$ cat src/rtl/prio_node_pkg.sv
package prio_node_pkg;
  typedef enum logic {SRC_LOC = 1'b0, SRC_LNK = 1'b1} src_e;
endpackage

$ cat src/rtl/pn_queue.sv
// One priority queue: packet-granular slots in an inferred RAM.
// DEPTH_PKTS and PKT_BYTES must be powers of two, both at least 2.
module pn_queue #(
  parameter int DW         = 8,
  parameter int PKT_BYTES  = 8,
  parameter int DEPTH_PKTS = 2
) (
  input  logic                          clk,
  input  logic                          rst,
  input  logic                          wr_en,
  input  logic                          wr_first,
  input  logic                          wr_last,
  input  logic [$clog2(PKT_BYTES)-1:0]  wr_off,
  input  logic [DW-1:0]                 wr_data,
  input  logic [$clog2(PKT_BYTES)-1:0]  rd_off,
  input  logic                          rd_pop,
  output logic [DW-1:0]                 rd_data,
  output logic                          has_pkt,
  output logic                          has_room
);
  localparam int OFF_W  = $clog2(PKT_BYTES);
  localparam int SLOT_W = $clog2(DEPTH_PKTS);
  localparam int CNT_W  = $clog2(DEPTH_PKTS + 1);
  localparam int WORDS  = DEPTH_PKTS * PKT_BYTES;

  logic [DW-1:0]     mem [WORDS];
  logic [SLOT_W-1:0] wr_slot, rd_slot;
  logic [CNT_W-1:0]  n_alloc, n_done;
  logic              alloc_inc, done_inc;

  assign alloc_inc = wr_en && wr_first;
  assign done_inc  = wr_en && wr_last;

  always_ff @(posedge clk) begin
    if (wr_en) mem[{wr_slot, wr_off}] <= wr_data;
  end

  assign rd_data  = mem[{rd_slot, rd_off}];
  assign has_pkt  = (n_done != '0);
  assign has_room = (n_alloc < CNT_W'(DEPTH_PKTS));

  always_ff @(posedge clk) begin
    if (rst) begin
      wr_slot <= '0;
      rd_slot <= '0;
      n_alloc <= '0;
      n_done  <= '0;
    end else begin
      if (done_inc) wr_slot <= wr_slot + SLOT_W'(1);
      if (rd_pop)   rd_slot <= rd_slot + SLOT_W'(1);
      case ({alloc_inc, rd_pop})
        2'b10:   n_alloc <= n_alloc + CNT_W'(1);
        2'b01:   n_alloc <= n_alloc - CNT_W'(1);
        default: n_alloc <= n_alloc;
      endcase
      case ({done_inc, rd_pop})
        2'b10:   n_done <= n_done + CNT_W'(1);
        2'b01:   n_done <= n_done - CNT_W'(1);
        default: n_done <= n_done;
      endcase
    end
  end
endmodule

$ cat src/rtl/pn_in_arb.sv
// Input side: picks one source per packet and steers bytes to a queue.
module pn_in_arb
  import prio_node_pkg::*;
#(
  parameter int DW        = 8,
  parameter int PKT_BYTES = 8,
  parameter int NUM_PRIO  = 4
) (
  input  logic                          clk,
  input  logic                          rst,
  input  logic                          loc_valid,
  input  logic [DW-1:0]                 loc_data,
  output logic                          loc_ready,
  input  logic                          lnk_valid,
  input  logic [DW-1:0]                 lnk_data,
  output logic                          lnk_ready,
  input  logic [NUM_PRIO-1:0]           room,
  output logic [NUM_PRIO-1:0]           q_wr_en,
  output logic                          wr_first,
  output logic                          wr_last,
  output logic [$clog2(PKT_BYTES)-1:0]  wr_off,
  output logic [DW-1:0]                 wr_data
);
  localparam int OFF_W = $clog2(PKT_BYTES);
  localparam int PW    = $clog2(NUM_PRIO);
  localparam logic [OFF_W-1:0] LAST = OFF_W'(PKT_BYTES - 1);

  logic             busy;
  src_e             cur_src, pref, sel_src;
  logic [PW-1:0]    cur_prio, prio_w;
  logic [OFF_W-1:0] cnt;
  logic             loc_ok, lnk_ok, take;

  assign loc_ok = loc_valid && room[loc_data[PW-1:0]];
  assign lnk_ok = lnk_valid && room[lnk_data[PW-1:0]];

  always_comb begin
    if (busy) begin
      loc_ready = (cur_src == SRC_LOC);
      lnk_ready = (cur_src == SRC_LNK);
    end else if (pref == SRC_LNK) begin
      lnk_ready = lnk_ok;
      loc_ready = loc_ok && !lnk_ok;
    end else begin
      loc_ready = loc_ok;
      lnk_ready = lnk_ok && !loc_ok;
    end
  end

  assign sel_src  = busy ? cur_src : (lnk_ready ? SRC_LNK : SRC_LOC);
  assign take     = (sel_src == SRC_LNK) ? (lnk_valid && lnk_ready) : (loc_valid && loc_ready);
  assign wr_data  = (sel_src == SRC_LNK) ? lnk_data : loc_data;
  assign prio_w   = busy ? cur_prio : wr_data[PW-1:0];
  assign wr_off   = busy ? cnt : '0;
  assign wr_first = take && !busy;
  assign wr_last  = take && (wr_off == LAST);

  for (genvar g = 0; g < NUM_PRIO; g++) begin : g_wen
    assign q_wr_en[g] = take && (prio_w == PW'(g));
  end

  always_ff @(posedge clk) begin
    if (rst) begin
      busy     <= 1'b0;
      cur_src  <= SRC_LOC;
      pref     <= SRC_LOC;
      cur_prio <= '0;
      cnt      <= '0;
    end else if (take) begin
      if (wr_off == LAST) begin
        busy <= 1'b0;
        pref <= (sel_src == SRC_LNK) ? SRC_LOC : SRC_LNK;
      end else begin
        busy     <= 1'b1;
        cur_src  <= sel_src;
        cur_prio <= prio_w;
        cnt      <= wr_off + OFF_W'(1);
      end
    end
  end
endmodule

$ cat src/rtl/pn_out_sched.sv
// Output side: strict-priority pick at packet boundaries, registered byte stage.
module pn_out_sched #(
  parameter int DW        = 8,
  parameter int PKT_BYTES = 8,
  parameter int NUM_PRIO  = 4
) (
  input  logic                          clk,
  input  logic                          rst,
  input  logic [NUM_PRIO-1:0]           has_pkt,
  input  logic [DW-1:0]                 rd_byte,
  output logic [$clog2(NUM_PRIO)-1:0]   rd_sel,
  output logic [$clog2(PKT_BYTES)-1:0]  rd_off,
  output logic [NUM_PRIO-1:0]           pop,
  input  logic                          out_ready,
  output logic                          out_valid,
  output logic [DW-1:0]                 out_data,
  output logic                          out_sop,
  output logic                          out_eop
);
  localparam int OFF_W = $clog2(PKT_BYTES);
  localparam int PW    = $clog2(NUM_PRIO);
  localparam logic [OFF_W-1:0] LAST = OFF_W'(PKT_BYTES - 1);

  logic             busy, load, go;
  logic [PW-1:0]    cur, pick;
  logic [OFF_W-1:0] cnt;

  always_comb begin
    pick = '0;
    for (int i = 0; i < NUM_PRIO; i++) begin
      if (has_pkt[i]) pick = PW'(i);
    end
  end

  assign load   = !out_valid || out_ready;
  assign rd_sel = busy ? cur : pick;
  assign rd_off = busy ? cnt : '0;
  assign go     = load && (busy || (|has_pkt));

  for (genvar g = 0; g < NUM_PRIO; g++) begin : g_pop
    assign pop[g] = go && (rd_off == LAST) && (rd_sel == PW'(g));
  end

  always_ff @(posedge clk) begin
    if (rst) begin
      out_valid <= 1'b0;
      out_data  <= '0;
      out_sop   <= 1'b0;
      out_eop   <= 1'b0;
      busy      <= 1'b0;
      cur       <= '0;
      cnt       <= '0;
    end else if (load) begin
      out_valid <= go;
      if (go) begin
        out_data <= rd_byte;
        out_sop  <= (rd_off == '0);
        out_eop  <= (rd_off == LAST);
        if (rd_off == LAST) begin
          busy <= 1'b0;
        end else begin
          busy <= 1'b1;
          cur  <= rd_sel;
          cnt  <= rd_off + OFF_W'(1);
        end
      end
    end
  end
endmodule

$ cat src/rtl/pn_event_delay.sv
// Fixed-latency event path: HOPS register stages, no interaction with data.
module pn_event_delay #(
  parameter int EW   = 4,
  parameter int HOPS = 3
) (
  input  logic          clk,
  input  logic          rst,
  input  logic [EW-1:0] ev_in,
  output logic [EW-1:0] ev_out
);
  logic [EW-1:0] stg [HOPS];

  always_ff @(posedge clk) begin
    if (rst) stg[0] <= '0;
    else     stg[0] <= ev_in;
  end

  for (genvar g = 1; g < HOPS; g++) begin : g_stage
    always_ff @(posedge clk) begin
      if (rst) stg[g] <= '0;
      else     stg[g] <= stg[g-1];
    end
  end

  assign ev_out = stg[HOPS-1];
endmodule

$ cat src/rtl/prio_fwd_node.sv
module prio_fwd_node #(
  parameter int DW         = 8,
  parameter int PKT_BYTES  = 8,
  parameter int NUM_PRIO   = 4,
  parameter int DEPTH_PKTS = 2,
  parameter int EW         = 4,
  parameter int HOPS       = 3
) (
  input  logic          clk,
  input  logic          rst,
  input  logic          loc_valid,
  output logic          loc_ready,
  input  logic [DW-1:0] loc_data,
  input  logic          lnk_valid,
  output logic          lnk_ready,
  input  logic [DW-1:0] lnk_data,
  output logic          out_valid,
  input  logic          out_ready,
  output logic [DW-1:0] out_data,
  output logic          out_sop,
  output logic          out_eop,
  input  logic [EW-1:0] ev_loc,
  input  logic [EW-1:0] ev_lnk_in,
  output logic [EW-1:0] ev_out
);
  localparam int OFF_W = $clog2(PKT_BYTES);
  localparam int PW    = $clog2(NUM_PRIO);

  logic [NUM_PRIO-1:0] q_room, q_pkt, q_wr_en, q_pop;
  logic [DW-1:0]       q_rd [NUM_PRIO];
  logic                wr_first, wr_last;
  logic [OFF_W-1:0]    wr_off, rd_off;
  logic [DW-1:0]       wr_data;
  logic [PW-1:0]       rd_sel;

  pn_in_arb #(.DW(DW), .PKT_BYTES(PKT_BYTES), .NUM_PRIO(NUM_PRIO)) u_in (
    .clk(clk), .rst(rst),
    .loc_valid(loc_valid), .loc_data(loc_data), .loc_ready(loc_ready),
    .lnk_valid(lnk_valid), .lnk_data(lnk_data), .lnk_ready(lnk_ready),
    .room(q_room), .q_wr_en(q_wr_en), .wr_first(wr_first), .wr_last(wr_last),
    .wr_off(wr_off), .wr_data(wr_data)
  );

  for (genvar g = 0; g < NUM_PRIO; g++) begin : g_q
    pn_queue #(.DW(DW), .PKT_BYTES(PKT_BYTES), .DEPTH_PKTS(DEPTH_PKTS)) u_q (
      .clk(clk), .rst(rst),
      .wr_en(q_wr_en[g]), .wr_first(wr_first), .wr_last(wr_last),
      .wr_off(wr_off), .wr_data(wr_data),
      .rd_off(rd_off), .rd_pop(q_pop[g]), .rd_data(q_rd[g]),
      .has_pkt(q_pkt[g]), .has_room(q_room[g])
    );
  end

  pn_out_sched #(.DW(DW), .PKT_BYTES(PKT_BYTES), .NUM_PRIO(NUM_PRIO)) u_out (
    .clk(clk), .rst(rst),
    .has_pkt(q_pkt), .rd_byte(q_rd[rd_sel]), .rd_sel(rd_sel), .rd_off(rd_off),
    .pop(q_pop), .out_ready(out_ready), .out_valid(out_valid),
    .out_data(out_data), .out_sop(out_sop), .out_eop(out_eop)
  );

  pn_event_delay #(.EW(EW), .HOPS(HOPS)) u_ev (
    .clk(clk), .rst(rst), .ev_in(ev_loc | ev_lnk_in), .ev_out(ev_out)
  );
endmodule

$ cat config.mk
export PLATFORM = sky130hd
export DESIGN_NAME = prio_fwd_node
export DESIGN_NICKNAME = d
export VERILOG_FILES = /design/src/rtl/prio_node_pkg.sv /design/src/rtl/pn_queue.sv /design/src/rtl/pn_in_arb.sv /design/src/rtl/pn_out_sched.sv /design/src/rtl/pn_event_delay.sv /design/src/rtl/prio_fwd_node.sv
export SDC_FILE = /design/constraint.sdc
export NUM_CORES = 1
export LEC_CHECK = 0
export BUFFER_PORTS_ARGS = -buffer_cell sky130_fd_sc_hd__buf_4
export CORE_ASPECT_RATIO = 1.75
export CORE_MARGIN = 10
export CORE_UTILIZATION = 45
export CTS_CLUSTER_SIZE = 14
export DETAILED_ROUTE_END_ITERATION = 6
export GPL_TIMING_DRIVEN = 0
export PLACE_DENSITY_LB_ADDON = 0.05
export SLEW_MARGIN = 20
export SYNTH_ARGS = -nofsm -noshare
export SYNTH_HDL_FRONTEND = slang
export SYNTH_SLANG_ARGS = --single-unit
$ cat constraint.sdc
create_clock -name clk -period 4.2 [get_ports clk]
set_input_delay 0 -clock clk [delete_from_list [all_inputs] [get_ports clk]]
set_output_delay 0 -clock clk [all_outputs]
set_load 0.005 [all_outputs]
==> results of run 1 <==
[cell usage in the layout, fill, tap and decap left out, types with 23 or more instances in the layout]
| cell | n |
|---|---|
| a211oi_1 | 23 |
| a22oi_1 | 44 |
| nor2_1 | 138 |
| a221oi_1 | 56 |
| o22ai_1 | 23 |
| buf_4 | 46 |
| clkbuf_16 | 54 |
| mux2i_1 | 116 |
| nor2b_1 | 25 |
| o21ai_0 | 95 |
| clkbuf_1 | 70 |
| a21oi_1 | 119 |
| nand2_1 | 54 |
| dfxtp_1 | 61 |
| edfxtp_1 | 512 |
[registers in the layout, summed over array words and instances, names as in the netlist]
| register | count |
|---|---|
| g_q.u_q.n_done | 8 |
| u_out.out_data | 8 |
| u_out.out_sop | 1 |
| u_out.cnt | 3 |
| g_q.u_q.mem | 512 |
| u_in.cnt | 3 |
| u_in.cur_src | 1 |
| u_out.busy | 1 |
| u_in.cur_prio | 2 |
| u_out.out_valid | 1 |
| u_ev.stg | 12 |
| g_q.u_q.n_alloc | 8 |
| u_in.busy | 1 |
| u_in.pref | 1 |
| u_out.cur | 2 |
| g_q.u_q.rd_slot | 4 |
| g_q.u_q.wr_slot | 4 |
| u_out.out_eop | 1 |
[per-layer routing]
metal  track usage  wire [µm]  up-vias
met5             0          0        -
met2        0.4297      38830      643
met1        0.2897      28540     7421
met4        0.1369       4906        0
li1              -          -     6451
met3       0.03106       4612      183
[critical path: cells and delay by family, from the launching register on]
kind,cells,cell delay (ns)
AOI/OAI and AO/OA,5,1.95
buffers and inverters,4,1.72
DFF,1,0.29
[metrics by stage]
step           TNS, ns  area (µm²)  setup WS, ns
6_report             0       26370       0.04188
5_1_grt              0       26370       0.01111
4_1_cts              0       26370        0.1424
3_5_place_dp   -0.2256       24500      -0.07557
3_3_place_gp   -143.87       24290        -2.261
2_1_floorplan        0       23120        0.6605
[power breakdown]
group	total [W]	internal, W	switching [W]
Sequential	0.00635	0.00634	0.0000158
Combinational	0.000510	0.000145	0.000365
Clock	0.00479	0.00265	0.00214
[cell families (layout without fill, tap and decap cells)]
logic type                 after synthesis  count (layout)  share of synthesized area
buffers and inverters                  110             277                    0.01932
AOI/OAI and AO/OA                      425             425                     0.1222
DFF                                    573             573                     0.7177
muxes                                  147             147                    0.06645
adders and majority gates               16              16                   0.008658
xor gates and xnor gates                20              20                   0.007576
and+or+nand+nor                        292             292                    0.05801
[area by class of cell]
class	instances	area, µm²	area share
multi-input cells	900	6122	0.2322
repair buffers	71	688.2	0.02610
plain buffers	98	405.4	0.01537
inverters	11	41.29	0.001566
clock buffers	68	1434	0.05438
well taps	666	833.3	0.03160
clock inverters	29	249.0	0.009442
flip-flops and latches	573	16600	0.6294
[what timing repair did]
item                                    4_1_cts  5_1_grt
endpoints found under the setup margin        4        2
resized for setup                             0        3
gates cloned                                  0        0
buffers inserted                              0        0
hold buffers                                 19        0
endpoints found under the hold margin        39        0
[worst min-delay path by stage]
stage                                  endpoint  slack [ns]
after floorplan                       loc_ready         0.1
after global placement           u_ev.stg[0][3]        0.21
after detailed placement         u_ev.stg[0][0]        0.23
after CTS                 g_q[1].u_q.mem[15][2]        0.03
after global routing       g_q[2].u_q.mem[9][2]        0.06
final                      g_q[2].u_q.mem[9][2]        0.03
==> impl_metrics.toml, run 1 <==
[final_layout]
fin_cells = 2416
area_delta_synth_final_pct = 14.04
drive_gt1_frac = 0.1160
num-fill-cells = 4326
nets = 1753
antenna_cells = 0
fin_util = 0.5198

[sta]
period_share = 0.9900
hold_viol = 0
worst_slew_pin_slew_ns = 1.163
fmaxAchievable_mhz = 240.5
finalMaxSlewViolations = 0
relSlewSlack = 0.2244
setup_viol = 0
hold_ws_ns = 0.02968
fin_crit_ns = 4.158
fin_skew_ns = 0.02038
grt_setup_unrepaired = "no"

[floorplanning]
fp.dieW_um = 191.4
die-area_mm2 = 0.06121
ios = 46
coreArea_mm2 = 0.05073
fp-row-count = 109
dieHeight_um = 319.9
initial_core_util = 0.4558

[cts]
cts_tree = "done"
cts_made_buffers = 53
clockRootBuffer = "clkbuf_16"
cts.sinks = 573
cts_max_level = 2
clkLatencyLatePin_ns = 0.60
cts.clk_slew.worst_paths_ns = 0.07
cts_buffer_depth = 3

[synthesis]
synth_most_common_cell = "edfxtp_1"
avgSynthCellArea_um2 = 14.61
syn_area_mm2 = 0.02312
syn_inst = 1583
synth-seq-cells = 573
synth.top_cell.area_share = 0.6649
synth_warnings = 0
synth.area.top_cells = "edfxtp_1 (66%), dfxtp_1 (5.3%), mux2i_1 (5.0%), a21oi_1 (2.6%), nor2_1 (2.2%)"
yosysUniqueCellTypes = 64
synth_common_cells = "edfxtp_1 (512), nor2_1 (138), a21oi_1 (119)"
yosysTopAreaCell = "edfxtp_1"
synthArstFlopShare = 0
synth_edf_count = 512
yosysSeqAreaShare = 0.7177
synth-main-ff-cell = "edfxtp_1"
synth_nets = 1628

[critical_path]
crit_start = "u_out.cnt[0]"
rr_endpoint = "u_out.out_data[0]"
crit_fanout = 10
max_stage_delay_ns = 0.92
cp-start-kind = "flip-flop"
worstSetupPathType = "flip-flop to flip-flop"
r2r-start = "u_out.cnt[0]"
critPathSlowestCell = "a2111oi_1"
critPathCapture = "u_out.out_data[0]"
crit_path_end_kind = "flip-flop"
rrSetupSlack_ns = 0.04
required_ns = 4.63
arrival_ns = 4.58
ff2ff_path_depth = 9
cp_cell_sequence = "buf_2, inv_2, clkbuf_1, clkbuf_1, o21ai_0, a22oi_1, o21ai_0, a2111oi_1, a211oi_1"

[pwr]
powerDensity_mw_per_mm2 = 441.9
irDropWorstVdd_v = 0.0003326
power.leakage_nw = 8.327
total_power_w = 0.01165

[routing]
drtIter0Drc = 1291
remaining_drc_errors = 0
drtPass1Iterations = 6
wl_mm = 76.88
drt-wirelength-per-cell_um = 31.82
ant_nets = 0
num_vias = 14698
viasPerCell = 6.084

[grt]
grt_max_degree = 65
antenna_found_initial = 1
grt_pass1_vias = 14788
grt_pass1_wl_mm = 108.4
grt_usage = 0.2475
overflow = 0

[run]
maxCapViolCount = 0

[worst_hold_path]
min_from = "lnk_data[2]"
hold_path_class = "primary input to flip-flop"
hold_depth = 2

[placed_design]
placed_cells = 2301
dpl.hpwl_mm = 55.03
portBuffers = 45
gp_congestion = 0.9976

[run_status]
status = "completed"
Note: power is estimated with default switching activity, not from simulation.
==> run 2: changes to the inputs <==
--- a/config.mk
+++ b/config.mk
@@ -9,6 +9,7 @@
 export CORE_ASPECT_RATIO = 1.75
 export CORE_MARGIN = 10
 export CORE_UTILIZATION = 45
+export CTS_BUF_LIST = sky130_fd_sc_hd__clkbuf_4 sky130_fd_sc_hd__clkbuf_8
 export CTS_CLUSTER_SIZE = 14
 export DETAILED_ROUTE_END_ITERATION = 6
 export GPL_TIMING_DRIVEN = 0
==> impl_metrics.toml, run 2 (same netlist as run 1, synthesis figures left out) <==
[final_layout]
num-fill-cells = 4372
multi_input_area_mm2 = 0.006125
top_register = "g_q.u_q.mem"
nets = 1788
register_area_mm2 = 0.01660
design_area_mm2 = 0.02633
top_regs = "g_q.u_q.mem: 512 flops, u_ev.stg: 12 flops"
most-common-layout-cells = "edfxtp_1 (512), nor2_1 (137), a21oi_1 (119)"
drive_gt1_frac = 0.1414
final_common_cell = "edfxtp_1"
largest_reg_flops = 512
area_delta_synth_final_pct = 13.89

[cts]
cts_max_level = 3
clockRootBuffer = "clkbuf_8"
cts_buffer_depth = 3
cts.sinks = 573
cts_tree = "done"
cts_made_buffers = 84
cts.clk_slew.worst_paths_ns = 0.07
clkLatencyLatePin_ns = 0.66
post-cts-setup-buffers = 0

[grt]
grt_pass1_vias = 15062
grt_max_degree = 65
grt_usage = 0.2508
antenna_found_initial = 2
grt_pass1_wl_mm = 109.2
overflow = 0

[critical_path]
crit_path_end_kind = "flip-flop"
crit_fanout = 10
ff2ff_path_depth = 9
arrival_ns = 4.64
required_ns = 4.70
worstSetupPathType = "flip-flop to flip-flop"
cp-start-kind = "flip-flop"

[sta]
worst_slew_pin_slew_ns = 1.130
fin_crit_ns = 4.133
grt_setup_unrepaired = "no"
setup_ws_ns = 0.06683
fin_skew_ns = 0.02470
finalMaxSlewViolations = 0
hold_viol = 0
setup_viol = 0
relSlewSlack = 0.2437
finalSetupTns_ns = 0
period_share = 0.9841
fmaxAchievable_mhz = 241.9

[worst_hold_path]
hold_depth = 3
hold_path_class = "primary input to flip-flop"

[routing]
ant_nets = 0
drtPass1Iterations = 7
remaining_drc_errors = 0
wl_mm = 77.09
viasPerCell = 6.025
drtIter0Drc = 1266
num_vias = 14881
drt-wirelength-per-cell_um = 31.21

[pwr]
total_power_w = 0.01126
powerDensity_mw_per_mm2 = 427.6
power.leakage_nw = 8.361
irDropWorstVdd_v = 0.0002821

[floorplanning]
dieHeight_um = 319.9
die-area_mm2 = 0.06121
fp.dieW_um = 191.4
ios = 46
fp-row-count = 109
coreArea_mm2 = 0.05073
initial_core_util = 0.4558

[placed_design]
dpl.hpwl_mm = 55.03
place_ws_ns = -0.07557
placed_area_mm2 = 0.02450
gp_congestion = 0.9976
portBuffers = 45

[run]
maxCapViolCount = 0

[run_status]
status = "completed"
-- run 2: cell count changes in the layout (fill, tap and decap cells not counted), sizes merged --
cell	change
dlygate4sd3	+4
clkinv	-6
clkbuf	+58
clkdlybuf4s15	+1
diode	+1
bufinv	-4
-- run 2: what timing repair did --
item	in CTS	in global routing
endpoints found under the hold margin	69	0
gates cloned	0	0
setup endpoints to repair	4	4
hold buffers	23	0
gates resized for setup	0	4
-- run 2: layout make-up --
type,count,area share
buffer,98,0.01558
clock buffer,127,0.05783
sequential,573,0.6302
timing repair buffer,75,0.02765
tap,666,0.03164
antenna,1,0.00009503
inverter,11,0.001568
clock inverter,19,0.002803
multi-input combinational,900,0.2326
-- run 2: stage by stage --
stage / hold slack, ns / instances / utilization
6_report: 0.01901 / 2470 / 0.5190
3_5_place_dp: 0.2252 / 2301 / 0.4828
2_1_floorplan: 0.09815 / 1583 / -
5_1_grt: 0.02928 / 2470 / 0.5190
4_1_cts: 0.01471 / 2469 / 0.5188
3_3_place_gp: 0.2078 / 2294 / 0.4788
-- run 2: final timing paths --
check | start | end | slack [ns]
max | u_out.cnt[0] | u_out.out_data[0] | 0.07
max reg2reg | u_out.cnt[0] | u_out.out_data[0] | 0.07
min | lnk_data[4] | g_q[0].u_q.mem[10][4] | 0.02
min reg2reg | u_ev.stg[1][0] | u_ev.stg[2][0] | 0.44
-- run 2: critical path, cell delays in order, from the launching register on --
cell and delay [ns]:
dfxtp_1 0.30, buf_2 0.20, inv_2 0.21, clkbuf_1 0.55
clkbuf_1 0.75, o21ai_0 0.34, a22oi_1 0.35, o21ai_0 0.16
a2111oi_1 0.92, a211oi_1 0.19
-- run 2: layer usage --
layer / up-vias / GRT usage / wire length [µm]
li1: 6527 / - / -
met1: 7529 / 0.2896 / 28530
met2: 654 / 0.4264 / 38920
met3: 171 / 0.04239 / 4896
met4: 0 / 0.1514 / 4741
met5: - / 0 / 0
-- run 2: where the power goes --
| group | switching [W] | leakage [nW] | internal, W |
|---|---|---|---|
| Sequential | 0.0000156 | 5.10 | 0.00634 |
| Clock | 0.00210 | 0.854 | 0.00229 |
| Combinational | 0.000368 | 2.41 | 0.000148 |
| Total | 0.00248 | 8.36 | 0.00878 |
